## src/rtl/ctxm_pkg.sv

```systemverilog
package ctxm_pkg;

   typedef enum logic [1:0] {
      MODE_MT   = 2'b00,
      MODE_ST0  = 2'b01,
      MODE_ST1  = 2'b10,
      MODE_IDLE = 2'b11
   } ctx_mode_e;

   // Halted vector bit i is context i; mode names the running set.
   function automatic ctx_mode_e mode_of(input logic [1:0] halted);
      case (halted)
         2'b00:   mode_of = MODE_MT;
         2'b10:   mode_of = MODE_ST0;
         2'b01:   mode_of = MODE_ST1;
         default: mode_of = MODE_IDLE;
      endcase
   endfunction

endpackage

```

## src/rtl/ctxm_state.sv

```systemverilog
module ctxm_state
   import ctxm_pkg::*;
#(
   parameter int NUM_CTX = 2
) (
   input  logic               clk,
   input  logic               rst_n,
   input  logic [NUM_CTX-1:0] halt_i,
   input  logic [NUM_CTX-1:0] irq_i,
   output logic [NUM_CTX-1:0] halted_next,
   output logic [NUM_CTX-1:0] halted_q,
   output ctx_mode_e          mode_q
);

   // Per context: a halted one stays halted unless interrupted,
   // a running one halts only on its own halt pulse.
   for (genvar c = 0; c < NUM_CTX; c++) begin : g_ctx
      always_comb begin
         if (halted_q[c]) halted_next[c] = ~irq_i[c];
         else             halted_next[c] = halt_i[c];
      end
   end

   always_ff @(posedge clk) begin
      if (!rst_n) begin
         halted_q <= '0;
         mode_q   <= MODE_MT;
      end else begin
         halted_q <= halted_next;
         mode_q   <= mode_of(halted_next);
      end
   end

endmodule

```

## src/rtl/ctxm_arb.sv

```systemverilog
module ctxm_arb #(
   parameter int NUM_CTX   = 2,
   parameter int FIRST_CTX = 0
) (
   input  logic               clk,
   input  logic               rst_n,
   input  logic [NUM_CTX-1:0] req_i,
   input  logic [NUM_CTX-1:0] run_next,
   output logic [NUM_CTX-1:0] grant_q
);

   localparam logic LAST_RST = (FIRST_CTX == 0) ? 1'b1 : 1'b0;

   logic [NUM_CTX-1:0] elig;
   logic [NUM_CTX-1:0] pick;
   logic               last_q;

   assign elig = req_i & run_next;

   always_comb begin
      if (&elig) pick = last_q ? 2'b01 : 2'b10;
      else       pick = elig;
   end

   always_ff @(posedge clk) begin
      if (!rst_n) begin
         grant_q <= '0;
         last_q  <= LAST_RST;
      end else begin
         grant_q <= pick;
         if (|pick) last_q <= pick[1];
      end
   end

endmodule

```

## src/rtl/ctx_mode_ctrl.sv

```systemverilog
module ctx_mode_ctrl
   import ctxm_pkg::*;
#(
   parameter int NUM_CTX   = 2,
   parameter int FIRST_CTX = 0
) (
   input  logic               clk,
   input  logic               rst_n,
   input  logic [NUM_CTX-1:0] req_i,
   input  logic [NUM_CTX-1:0] halt_i,
   input  logic [NUM_CTX-1:0] irq_i,
   output logic [1:0]         mode_o,
   output logic [NUM_CTX-1:0] grant_o,
   output logic [NUM_CTX-1:0] halted_o
);

   if (NUM_CTX != 2) begin : g_bad_ctx
      $error("ctx_mode_ctrl: NUM_CTX must be 2");
   end
   if (FIRST_CTX < 0 || FIRST_CTX >= NUM_CTX) begin : g_bad_first
      $error("ctx_mode_ctrl: FIRST_CTX out of range");
   end

   logic [NUM_CTX-1:0] halted_next;
   ctx_mode_e          mode_q;

   ctxm_state #(.NUM_CTX(NUM_CTX)) u_state (
      .clk         (clk),
      .rst_n       (rst_n),
      .halt_i      (halt_i),
      .irq_i       (irq_i),
      .halted_next (halted_next),
      .halted_q    (halted_o),
      .mode_q      (mode_q)
   );

   ctxm_arb #(.NUM_CTX(NUM_CTX), .FIRST_CTX(FIRST_CTX)) u_arb (
      .clk      (clk),
      .rst_n    (rst_n),
      .req_i    (req_i),
      .run_next (~halted_next),
      .grant_q  (grant_o)
   );

   assign mode_o = mode_q;

endmodule

```

## config.mk

```make
export PLATFORM = sky130hd
export DESIGN_NAME = ctx_mode_ctrl
export DESIGN_NICKNAME = d
export VERILOG_FILES = /design/src/rtl/ctxm_pkg.sv /design/src/rtl/ctxm_state.sv /design/src/rtl/ctxm_arb.sv /design/src/rtl/ctx_mode_ctrl.sv
export SDC_FILE = /design/constraint.sdc
export NUM_CORES = 1
export LEC_CHECK = 0
export ABC_CLOCK_PERIOD_IN_PS = 1080
export BUFFER_PORTS_ARGS = -buffer_cell sky130_fd_sc_hd__buf_4
export CAP_MARGIN = 15
export CORE_AREA = 3 3 40 42
export CTS_BUF_LIST = sky130_fd_sc_hd__clkbuf_4 sky130_fd_sc_hd__clkbuf_8 sky130_fd_sc_hd__clkbuf_16
export CTS_CLUSTER_DIAMETER = 60
export DETAILED_ROUTE_END_ITERATION = 7
export DIE_AREA = 0 0 43 45
export GPL_ROUTABILITY_DRIVEN = 1
export GPL_TIMING_DRIVEN = 0
export SYNTH_ARGS = -nofsm -noshare
export SYNTH_HDL_FRONTEND = slang
export SYNTH_SLANG_ARGS = --single-unit
```

## constraint.sdc

```tcl
create_clock -name clk -period 1.08 [get_ports clk]
set_input_delay 0.162 -clock clk [delete_from_list [all_inputs] [get_ports clk]]
set_output_delay 0.162 -clock clk [all_outputs]
set_load 0.005 [all_outputs]
```

==> results of run 1 <==
stage by stage:
stage | power [uW] | utilization (%)
2_1_floorplan | 254 | -
3_3_place_gp | 303 | 26.4
3_5_place_dp | 304 | 26.4
4_1_cts | 557 | 28.7
5_1_grt | 585 | 29.1
6_report | 543 | 29.1
report_power, final:
part	switching, uW	internal, uW	leakage [uW]
registers	9.76	200	0.0000419
logic	30.4	61.9	0.000119
clock network	77.0	165	0.0000184
final timing paths:
kind | from | end | slack [ns] | cells after the start
worst min-delay path | req_i[0] | u_arb.grant_q[1] | 0.13 | 2
worst max register to register | u_state.halted_q[0] | u_arb.grant_q[1] | 0.06 | 3
worst max-delay path | u_state.halted_q[0] | u_arb.grant_q[1] | 0.06 | 3
worst min register to register | u_arb.last_q | u_arb.grant_q[1] | 0.52 | 1
area by class of cell:
class	instances	area share [%]
Timing Repair Buffer	13	26.1
Clock buffer	4	8.03
Sequential cell	5	27.4
Buffer	2	4.01
Inverter	1	1.00
Tap cell	15	5.02
Multi-Input combinational cell	14	28.4
registers in the layout (all words and copies together) (netlist names):
name and cells:
u_arb.grant_q 2, u_arb.last_q 1, u_state.halted_q 1, u_state.mode_q 1
cells by family after synthesis:
group,count (synthesis)
AO/OA/AOI/OAI,4
AND/OR/NAND/NOR,10
flip-flops,5
buffers and inverters,3
layer usage:
metal	part of all wire [%]	vias up
li1	-	105
met1	47	77
met2	34	14
met3	15	2
met4	3.2	0
met5	0	-
placed cells by master (no fill, tap or decap):
cell type,n
nor2b_2,1
or2_1,1
clkbuf_4,4
buf_4,15
nor2_1,2
a21o_1,1
and2_4,1
or2_4,1
nor2b_1,2
o41ai_2,1
a311oi_2,1
nand2_1,1
inv_1,1
and2_1,1
dfxtp_1,3
dfxtp_2,2
o21ai_0,1
critical path: cells and delay by family (launching register included):
| kind | cells | cell delay, ns |
|---|---|---|
| compound gates | 1 | 0.25 |
| simple gates | 2 | 0.36 |
| flops | 1 | 0.33 |
==> metrics list, run 1 <==
- Run status: finished clean
- Fraction of registers with async set or reset after synthesis: 0%
* Routability Congestion: about 0.70
- Post-synth top cells: dfxtp_1 (5), nor2b_1 (3), buf_4 (2), nor2_1 (2)
- The worst setup path is captured at a flip-flop.
* Slowest stage cell on the critical path: dfxtp_2
- Adding up every negative setup slack in the final design gives 0 ns.
* Worst-Margin Slew: between 0.2 and 0.3 ns
- The top cell type by area accounts for between 40 and 50% of the synthesized area.
- Adder-Cell Fraction of Synth Area: 0%
- During I/O placement, the number of pins put on the boundary was 14.
- Post-synthesis average cell area: slightly above 10 sq um
- Most frequently used cell type in the post-synthesis netlist: dfxtp_1
* Peak fanout along the critical path: 4
* Max-Cap Viols: 0
* Clock latency reported for the late side of the worst-skew pair: around 0.24 ns
* Xor and xnor fraction of the mapped netlist area: 0%
- After the last flow step, the layout net total stands at 48.
- Cell count after synthesis: 22
- 0 antenna diodes ended up in the layout.
- Final global-route overflow total: 0
- The first global-routing pass estimated between 700 and 800 um of wire.
* Largest net degree at the start of global routing: 5
- Number of nets in the synthesized netlist: 30
* Biggest area contributors in the synthesized netlist: dfxtp_1 (45%), nor2b_1 (8.4%), o41ai_2 (7.3%)
- The filler cells instantiated in the layout total 150.
* GR Layer Usage met2: 6.29%
- Yosys warning count: 0
- Die Outline Area: approximately 1900 sq um
* Worst slew margin relative to its limit: approximately 80%
- Fraction of the mapped netlist area in compound gates: between 10% and 20%
- The number of global-route vias before repair was a little under 200.
- The number of endpoints with negative hold slack in the final report is 0.
* Vias: 198
* Met1 Track Usage GR: under 10%
- Across the VDD grid, the largest voltage drop is 460 uV.
* Maximum level of the CTS H-tree: 1
- The portion of synthesized area spent on multiplexers is 0%.
- The longest clock path from root to sink contains 2 buffers.
- Total GRT Usage: between 5 and 6%
* Number of detailed-routing iterations run before antenna repair: 1
- Of the cells placed in the final design, the portion with a size suffix greater than 1 is 66.7%.
- Residual DRC count: 0
- Cell accounting for the most synthesized area: dfxtp_1
- Vias per inst: 3.67
- Post-CTS setup-driven buffer insertion count: 0
- Post-layout minimum cycle time: 1.02 ns
- Timing analysis after detailed placement gives a worst setup slack of between 0.04 and 0.05 ns.
- Fraction of met3 tracks used by global routing: about 4%
* Total area of sequential cells: a little over 100 sq um
- Leak pwr: roughly 0.00018 uW
- The multi-input combinational cells in the finished layout cover a total of 106 sq um.
- Max Freq: slightly below 1 GHz
- The max-slew violation total from the final report came to 0.
* Arrival time of the worst setup path: between 1 and 1.5 ns
- The die is between 40 and 50 um tall.
* Post-detailed-route wirelength per cell: 8.65 um
* Area inside the core boundary: 1280 sq um
- The initial antenna violation count is 0.
- CTS buffer count: 3
- Clock skew on the completed layout was measured at approximately 0.0023 ns.
- FF+latch count, synth: 5
- Fin worst setup slack: approximately 0.064 ns
* Sequential share of the synthesized area: around 45%
* Area Overhead vs Synth: 68.0%
- The critical path is of the reg2reg type.
- Count of placed standard cells including taps: 50
- Share of the clock period used by the worst path after layout: a little over nine tenths
- Post-Synth Simple-Gate Area: a little over a quarter
- Worst endpoint required time: about 1.2 ns
* Antenna violation net count after detailed routing: 0
* Cell-by-cell listing of the critical path: and2_4 -> or2_4 -> a311oi_2
- After clock tree synthesis, the repair step resized 0 gates.
* Die outline width: 43 um
- The global routing stage identified its most utilized layer as met4.
* Final setup viols: 0
* EDFF count, synth: 0
* Worst Hold Slack: between 0.1 and 0.15 ns
- The tree is rooted in a clkbuf_4.
- In this run the cell area measured after placement is 339 sq um.
* Number of clock sinks: 5
- TritonCTS clock tree: done
- The finished layout holds between 50 and 60 standard cells, fillers aside.
- Combinational family with the most area after synthesis: simple AND/OR/NAND/NOR gates
- The routed design has 467 um of wire.
* Row count: 13
* Initial core utilization: between 15 and 20%
* Clock slew at the register clock pins of the worst setup and hold paths: around 0.04 ns
* Buffers on Ports: 13
- RSZ-0062 raised after global routing: false
- Summing every instance area after synthesis gives roughly 220 sq um.
- With fillers left out, the area of the finished cells amounts to 374 sq um.
- Predominant post-synthesis flop cell: dfxtp_1
* CP peak stage delay: roughly 0.33 ns
- First-iteration detailed-routing DRC count: 0
- For this design, the CTS-stage hold fixing added 0 buffers.
- Dividing total power by cell area gives a power density of approximately 1500 nW/um^2.
- The worst setup path is launched from a flip-flop.
- Synth unique cells: 14
* Worst min path class: in2reg
No activity file was read; power rests on OpenSTA's default activity.
==> inputs of run 2 (changes only) <==
--- a/config.mk
+++ b/config.mk
@@ -15,6 +15,8 @@
 export DIE_AREA = 0 0 43 45
 export GPL_ROUTABILITY_DRIVEN = 1
 export GPL_TIMING_DRIVEN = 0
+export SETUP_SLACK_MARGIN = 0.15
 export SYNTH_ARGS = -nofsm -noshare
 export SYNTH_HDL_FRONTEND = slang
+export SYNTH_HIERARCHICAL = 1
 export SYNTH_SLANG_ARGS = --single-unit
==> constraint.sdc (replaced) <==
create_clock -name clk -period 1.08 [get_ports clk]
set_input_delay 0.162 -clock clk [delete_from_list [all_inputs] [get_ports clk]]
set_output_delay 0.162 -clock clk [all_outputs]
set_load 0.02 [all_outputs]
==> metrics list, run 2 <==
* Adder-Cell Fraction of Synth Area: 0% (unchanged)
- The tree is rooted in a clkbuf_4.
- Share of the clock period used by the worst path after layout: 90.3% (-3.8 points)
- The remaining global-route overflow came to 0 (unchanged).
- Number of nets in the synthesized netlist: 31 (+3.3%)
- The maximum fanout along the worst path was 4 (unchanged).
- Post-Synth Simple-Gate Area: 31.4% (+4.4 points)
* Buffers on Ports: 13 (unchanged)
- The number of cells on the worst reg-to-reg path came to 5 (+2).
* Initial core utilization: 18.3% (+0.97 points)
- Total area of sequential cells: 108 sq um (+4.9%)
- Most flop-heavy register: u_arb/grant_q
- The HPWL after detailed placement is around 370 um.
- The per-instance average area after synthesis was 10.2 sq um (+1.0%).
- The worst setup skew after layout was 0.00210 ns (-0.000181 ns).
* Terminus of the critical flop-to-flop path: u_arb/grant_q[0]
- The share of flip-flops with an asynchronous set or reset is 0% (unchanged).
- The static leakage power came to 0.000199 uW (+11%).
* Post-cts hold buffer count: 0 (unchanged)
- Summed negative setup slack over all endpoints: 0 ns (unchanged)
* Count of nets after finishing: 50 (+4.2%)
- The area of the core came to 1280 sq um (unchanged).
- Hold path cells: 2 (unchanged)
- By area, the combinational part of the netlist is dominated by simple AND/OR/NAND/NOR gates.
- Number of clock sinks: 5 (unchanged)
* Via count of the first global-routing pass: 170 (-12%)
* Die extent in y: 45 um (unchanged)
- Cell count after synthesis: 23 (+4.5%)
- Fraction of the mapped netlist area in compound gates: 16.5% (-3.2 points)
- Area of the multi-input gates: 115 sq um (+8.2%)
- The flip-flop count of the largest register, all copies and words added was 2 (unchanged).
- The critical path is of the reg2out type.
- The count of flip-flops with a built-in enable after synthesis is 0 (unchanged).
* Fraction of final layout cells sized beyond drive strength 1: 70.7% (+4.1 points)
- The library cell used most frequently in the layout, excluding fill and tap cells, is buf_4.
- In this run the critical register-to-register path is launched from u_state/halted_q[1].
- The antenna diode count came to 0 (unchanged).
- The count of warnings emitted by yosys is 6 (+6).
* Initial antenna violation count: 0 (unchanged)
- The sequential cell area fraction in the yosys report was 42.6% (-2.4 points).
- Post-detailed-route wirelength per cell: 7.91 um (-8.5%)
- Leading cell types in the layout, fill and taps excluded: buf_4 (12), clkbuf_4 (4), buf_6 (4)
* TritonCTS clock tree: done
* Slack of the worst reg-to-reg path: 0.16 ns (+0.10 ns)
* Final WL: 443 um (-5.1%)
- Largest net degree at the start of global routing: 6 (+1)
- Worst slew margin relative to its limit: 91.7% (+12 points)
- In the post-synthesis netlist, the cell with the most instances is dfxtp_1.
* Vias per inst: 3.84 (+4.7%)
* Maximum level of the CTS H-tree: 1 (unchanged)
- Hold Path Origin: req_i[0]
- The number of cells after detailed placement came to 51 (+2.0%).
- FF+latch count, synth: 5 (unchanged)
- The number of endpoints with negative hold slack in the final report is 0 (unchanged).
- Biggest area contributors in the synthesized netlist: dfxtp_1 (43%), nand2b_4 (12%), a21boi_2 (9.6%)
* Multiplexer share of the synthesized area: 0% (unchanged)
- Final design utilization: 32.2% (+3.1 points)
- Arrival time of the worst setup path: 0.81 ns (-0.36 ns)
- The max-capacitance violation count came to 0 (unchanged).
* Xor and xnor fraction of the mapped netlist area: 0% (unchanged)
- Number of detailed-routing iterations run before antenna repair: 1 (unchanged)
* Worst-Margin Slew: 0.123 ns (-0.176 ns)
* Final setup viols: 0 (unchanged)
* Wire length of the first global-routing pass: 710 um (unchanged)
- The count of distinct cell types in the synthesized netlist is 12 (-2).
* Area Overhead vs Synth: 76.1%
- The max-slew violation total from the final report is 0 (unchanged).
- STA classifies the critical path endpoint as an output pin.
* Predominant post-synthesis flop cell: dfxtp_1
- Post-layout minimum cycle time: 0.975 ns (-0.0414 ns)
- The weighted congestion at the end of routability-driven global placement came to 0.599 (-14%).
* Critical Path Start Type: flip-flop
- Top-level I/O count: 14 (unchanged)
* Placement Cell Area: 359 sq um (+5.9%)
* Row count: 13 (unchanged)
- Total GRT Usage: 5.92% (+0.25 points)
- Power Density: 1400 nW/um^2 (-3.8%)
- The iteration-0 DRC count of the detailed router was 0 (unchanged).
* Residual DRC count: 0 (unchanged)
* Min-Delay Endpoint: u_arb/grant_q[1]
* Bufs on Longest Clock Path: 2 (unchanged)
- Fill cell instance count of the final layout: 141 (-6.0%)
- Antenna violation net count after detailed routing: 0 (unchanged)
- Mapped Area: 235 sq um (+5.6%)
- The fraction of synthesized cell area taken by the top area cell type came to 42.6% (-2.4 points).
* Clock latency reported for the late side of the worst-skew pair: 0.24 ns (about the same)
* Die outline width: 43 um (unchanged)
- CTS buffer count: 3 (unchanged)
- Clock slew at the register clock pins of the worst setup and hold paths: 0.05 ns (about the same)
* Cell area after layout: 414 sq um (+11%)
* RSZ-0062 raised after global routing: true
- The worst supply voltage drop on vdd is 407 uV (-11%).
* Cell accounting for the most synthesized area: dfxtp_1
* Run status: finished clean
- The worst endpoint required time came to 0.92 ns (-0.32 ns).
- Final Instance Count excl. Fillers: 56 (+3.7%)
- Max Freq: 1.03 GHz (+4.2%)
- The floorplan die area came to 1940 sq um (unchanged).
- Vias: 215 (+8.6%)
* Worst min path class: in2reg
## run 2: cell count changes in the layout (fill, tap and decap cells not counted), sizes merged, moves of 2 or more
cell    change
and2        -2
a21boi      +2
or2         -2
nor2b       -3
nand2b      +4
nand3       +2
nor2        -2
## run 2: critical path, cell delays in order, from the launching register on
cell and delay (ns):
dfxtp_4 0.35, buf_6 0.11, buf_6 0.12
## run 2: layer usage
layer / track usage [%] / wire length [um]
met5: 0 / 0
met4: 9.04 / 27
met3: 4.38 / 64
met2: 6.29 / 178
met1: 5.81 / 173
## run 2: stage by stage
stage	setup WS, ns	hold slack (ns)	total power, uW
4_1_cts	0.0980	0.130	587
3_5_place_dp	0.134	0.387	325
3_3_place_gp	0.131	0.380	324
2_1_floorplan	0.119	0.234	274
5_1_grt	0.0762	0.125	620
6_report	0.105	0.131	579
## run 2: report_power, final
part	leakage (uW)	switching (uW)	total [uW]	internal (uW)
clock network	0.0000184	79.6	245	165
registers	0.0000426	8.62	206	197
logic	0.000138	51.6	129	77.0
## run 2: logic make-up (layout without fill, tap and decap cells)
kind of cell           count (synthesis)  after routing
buffers and inverters                  4             22
AO/OA/AOI/OAI                          4              4
flip-flops                             5              5
AND/OR/NAND/NOR                       10             10
## run 2: repair_timing
action | 4_1_cts | 5_1_grt
gates cloned | 0 | 0
resized for setup | 4 | 2
pin swaps | 2 | 1
setup endpoints to repair | 3 | 5
buffers inserted | 1 | 0
## run 2: how the worst max path moves through the flow
stage | from | to | slack [ns]
global route | u_state/halted_q[1] | mode_o[0] | 0.08
CTS | u_state/halted_q[1] | mode_o[0] | 0.1
finish | u_state/halted_q[1] | mode_o[0] | 0.11
floorplan | u_state/halted_q[1] | u_arb/grant_q[0] | 0.12
detailed placement | u_state/halted_q[1] | u_arb/grant_q[0] | 0.13
global placement | u_state/halted_q[1] | u_arb/grant_q[0] | 0.13
## run 2: layout make-up
| class | instances | share of cell area, % |
|---|---|---|
| flip-flops and latches | 5 | 26.0 |
| clock buffers | 4 | 7.25 |
| repair buffers | 14 | 27.2 |
| multi-input cells | 14 | 27.8 |
| plain buffers | 2 | 5.44 |
| well taps | 15 | 4.53 |
| inverters | 2 | 1.81 |
==> inputs of run 3 (changes only) <==
--- a/config.mk
+++ b/config.mk
@@ -15,7 +15,6 @@
 export DIE_AREA = 0 0 43 45
 export GPL_ROUTABILITY_DRIVEN = 1
 export GPL_TIMING_DRIVEN = 0
-export SETUP_SLACK_MARGIN = 0.15
 export SYNTH_ARGS = -nofsm -noshare
 export SYNTH_HDL_FRONTEND = slang
 export SYNTH_HIERARCHICAL = 1
==> metrics list, run 3 (synthesis results as in run 2) <==
- Run status: finished clean
* Post-layout minimum cycle time: 1.01 ns (+0.0315 ns)
- Fraction of final layout cells sized beyond drive strength 1: 62.5% (-8.2 points)
- The cell area reported after detailed placement came to 353 sq um (-1.7%).
- Slowest stage cell on the critical path: dfxtp_1
* RSZ-0062 raised after global routing: false
- Row count: 13 (unchanged)
- The setup TNS came to 0 ns (unchanged).
* Critical Path Start Type: flip-flop
* Share of the clock period used by the worst path after layout: 93.2% (+2.9 points)
- Total count of hold-check failures in the final report: 0 (unchanged)
- The initial antenna violation count came to 0 (unchanged).
- The global-route usage over all layers is 5.00% (-0.92 points).
* Peak fanout along the critical path: 4 (unchanged)
* Total area of sequential cells: 101 sq um (-5.8%)
- Worst Hold Slack: 0.127 ns (-0.00343 ns)
* Area of the multi-input gates: 113 sq um (-2.2%)
* Cell-by-cell listing of the critical path: buf_4 -> buf_4
- Clock latency reported for the late side of the worst-skew pair: 0.24 ns (about the same)
- The number of port buffers came to 13 (unchanged).
* Worst slew margin relative to its limit: 92.0% (+0.23 points)
* Number of clock sinks: 5 (unchanged)
- The worst endpoint required time was 0.92 ns (about the same).
* Largest net degree at the start of global routing: 6 (unchanged)
* Initial core utilization: 18.3% (unchanged)
- Count of pins over their slew limit: 0 (unchanged)
- Vias: 203 (-5.6%)
- Max Clock Skew: 0.00329 ns (+0.00119 ns)
* Area Overhead vs Synth: 62.8%
* CTS buffer count: 3 (unchanged)
- The arrival time of data at the critical path endpoint is 0.84 ns (+0.03 ns).
* Area inside the core boundary: 1280 sq um (unchanged)
* Most flop-heavy register: u_arb/grant_q
* Worst-Margin Slew: 0.120 ns (-0.00306 ns)
* Max reg flops: 2 (unchanged)
- The number of H-tree levels was 1 (unchanged).
- Fill cell instance count of the final layout: 131 (-7.1%)
* Count of instances resized after the clock tree is built: 0 (-4)
- Post-cts hold buffer count: 0 (unchanged)
- Die outline width: 43 um (unchanged)
- Clk root buf: clkbuf_4
* Leading cell type in the layout, fill and taps excluded: buf_4
* Max-Cap Viols: 0 (unchanged)
- First-iteration detailed-routing DRC count: 1 (+1)
* CP peak stage delay: 0.36 ns (about the same)
- Crit path buf inv count: 2 (unchanged)
- The number of placed I/O pins was 14 (unchanged).
* ANT cells: 0 (unchanged)
- The static leakage power is 0.000190 uW (-4.2%).
- The maximum count of clock buffers along a single path is 2 (unchanged).
- Most prevalent standard cell on the critical path: buf_4
- Residual DRC count: 0 (unchanged)
- Final design utilization: 29.8% (-2.4 points)
- In this run the worst hold path is classified as in2reg.
- The worst supply voltage drop on vdd came to 689 uV (+69%).
* Number of detailed-routing iterations run before antenna repair: 2 (+1)
- Die Outline Area: 1940 sq um (unchanged)
- The detail-routed via count per cell is 3.69 (-3.9%).
- The number of buffers inserted by post-CTS setup repair was 0 (-1).
* Gate family responsible for the most delay along the worst path: flip-flops
- The power density over the cells came to 1470 nW/um^2 (+5.5%).
- Final setup viols: 0 (unchanged)
- Routability Congestion: 0.712 (+19%)
* Post-detailed-route wirelength per cell: 7.89 um (-0.25%)
- The total wire length came to 434 um (-2.0%).
* Antenna violation net count after detailed routing: 0 (unchanged)
- Via count of the first global-routing pass: 169 (-0.59%)
* Power consumption: 565 uW (-2.5%)
* Type of element capturing the critical path: output pin
* Count of nets after finishing: 49 (-2.0%)
- The clock transition at the register clock pins on the worst setup and hold paths after CTS is 0.05 ns (about the same).
- Cell area after layout: 383 sq um (-7.6%)
* Wire length of the first global-routing pass: 634 um (-11%)
* TritonCTS clock tree: done
- Leading cell types in the layout, fill and taps excluded: buf_4 (15), clkbuf_4 (4), dfxtp_1 (4)
* Final global-route overflow total: 0 (unchanged)
- The overall die height is 45 um (unchanged).
* Class of the most critical setup path: reg2out
- The top achievable clock speed came to 0.994 GHz (-3.1%).
[run 3: changes by cell type in the layout (fill, tap and decap cells not counted), sizes merged]
cell / delta
buf: -1
[run 3: worst register-to-register path, cell delays in order (launching register included)]
cell	delay, ns
dfxtp_2	0.34
nand2b_4	0.13
nand2_1	0.05
inv_1	0.06
nand3b_1	0.09
and4_1	0.20
[run 3: report_power, final]
group	switching (uW)	internal [uW]	leakage (uW)	total, uW
Sequential	7.32	199	0.0000417	206
Combinational	49.1	66.4	0.000130	115
Clock	78.2	165	0.0000184	243
Total	135	430	0.000190	565
[run 3: per-layer routing]
layer	track usage, %	share of wire (%)	vias to the layer above
met5	0	0	-
met4	1.81	0.46	0
met3	6.77	16	2
met2	5.69	33	12
met1	5.07	50	80
li1	-	-	109
[run 3: layout make-up]
class / instances / share of cell area [%]
Tap cell: 15 / 4.90
Buffer: 2 / 3.92
Sequential cell: 5 / 26.5
Multi-Input combinational cell: 14 / 29.4
Inverter: 2 / 1.96
Clock buffer: 4 / 7.84
Timing Repair Buffer: 13 / 25.5
[run 3: path summary, 6_finish.rpt]
path / cells past startpoint / slack, ns / start / end
worst max-delay path: 2 / 0.07 / u_state/mode_q[1] / mode_o[1]
worst min-delay path: 2 / 0.13 / req_i[0] / u_arb/grant_q[1]
worst max register to register: 5 / 0.10 / u_state/halted_q[1] / u_arb/grant_q[0]
worst min register to register: 1 / 0.44 / u_arb/last_q / u_arb/grant_q[1]
[run 3: metrics by stage]
step           instances  worst slack, ns
2_1_floorplan         23           0.0415
3_3_place_gp          51           0.0998
3_5_place_dp          51            0.104
4_1_cts               55           0.0593
5_1_grt               55           0.0162
6_report              55           0.0737
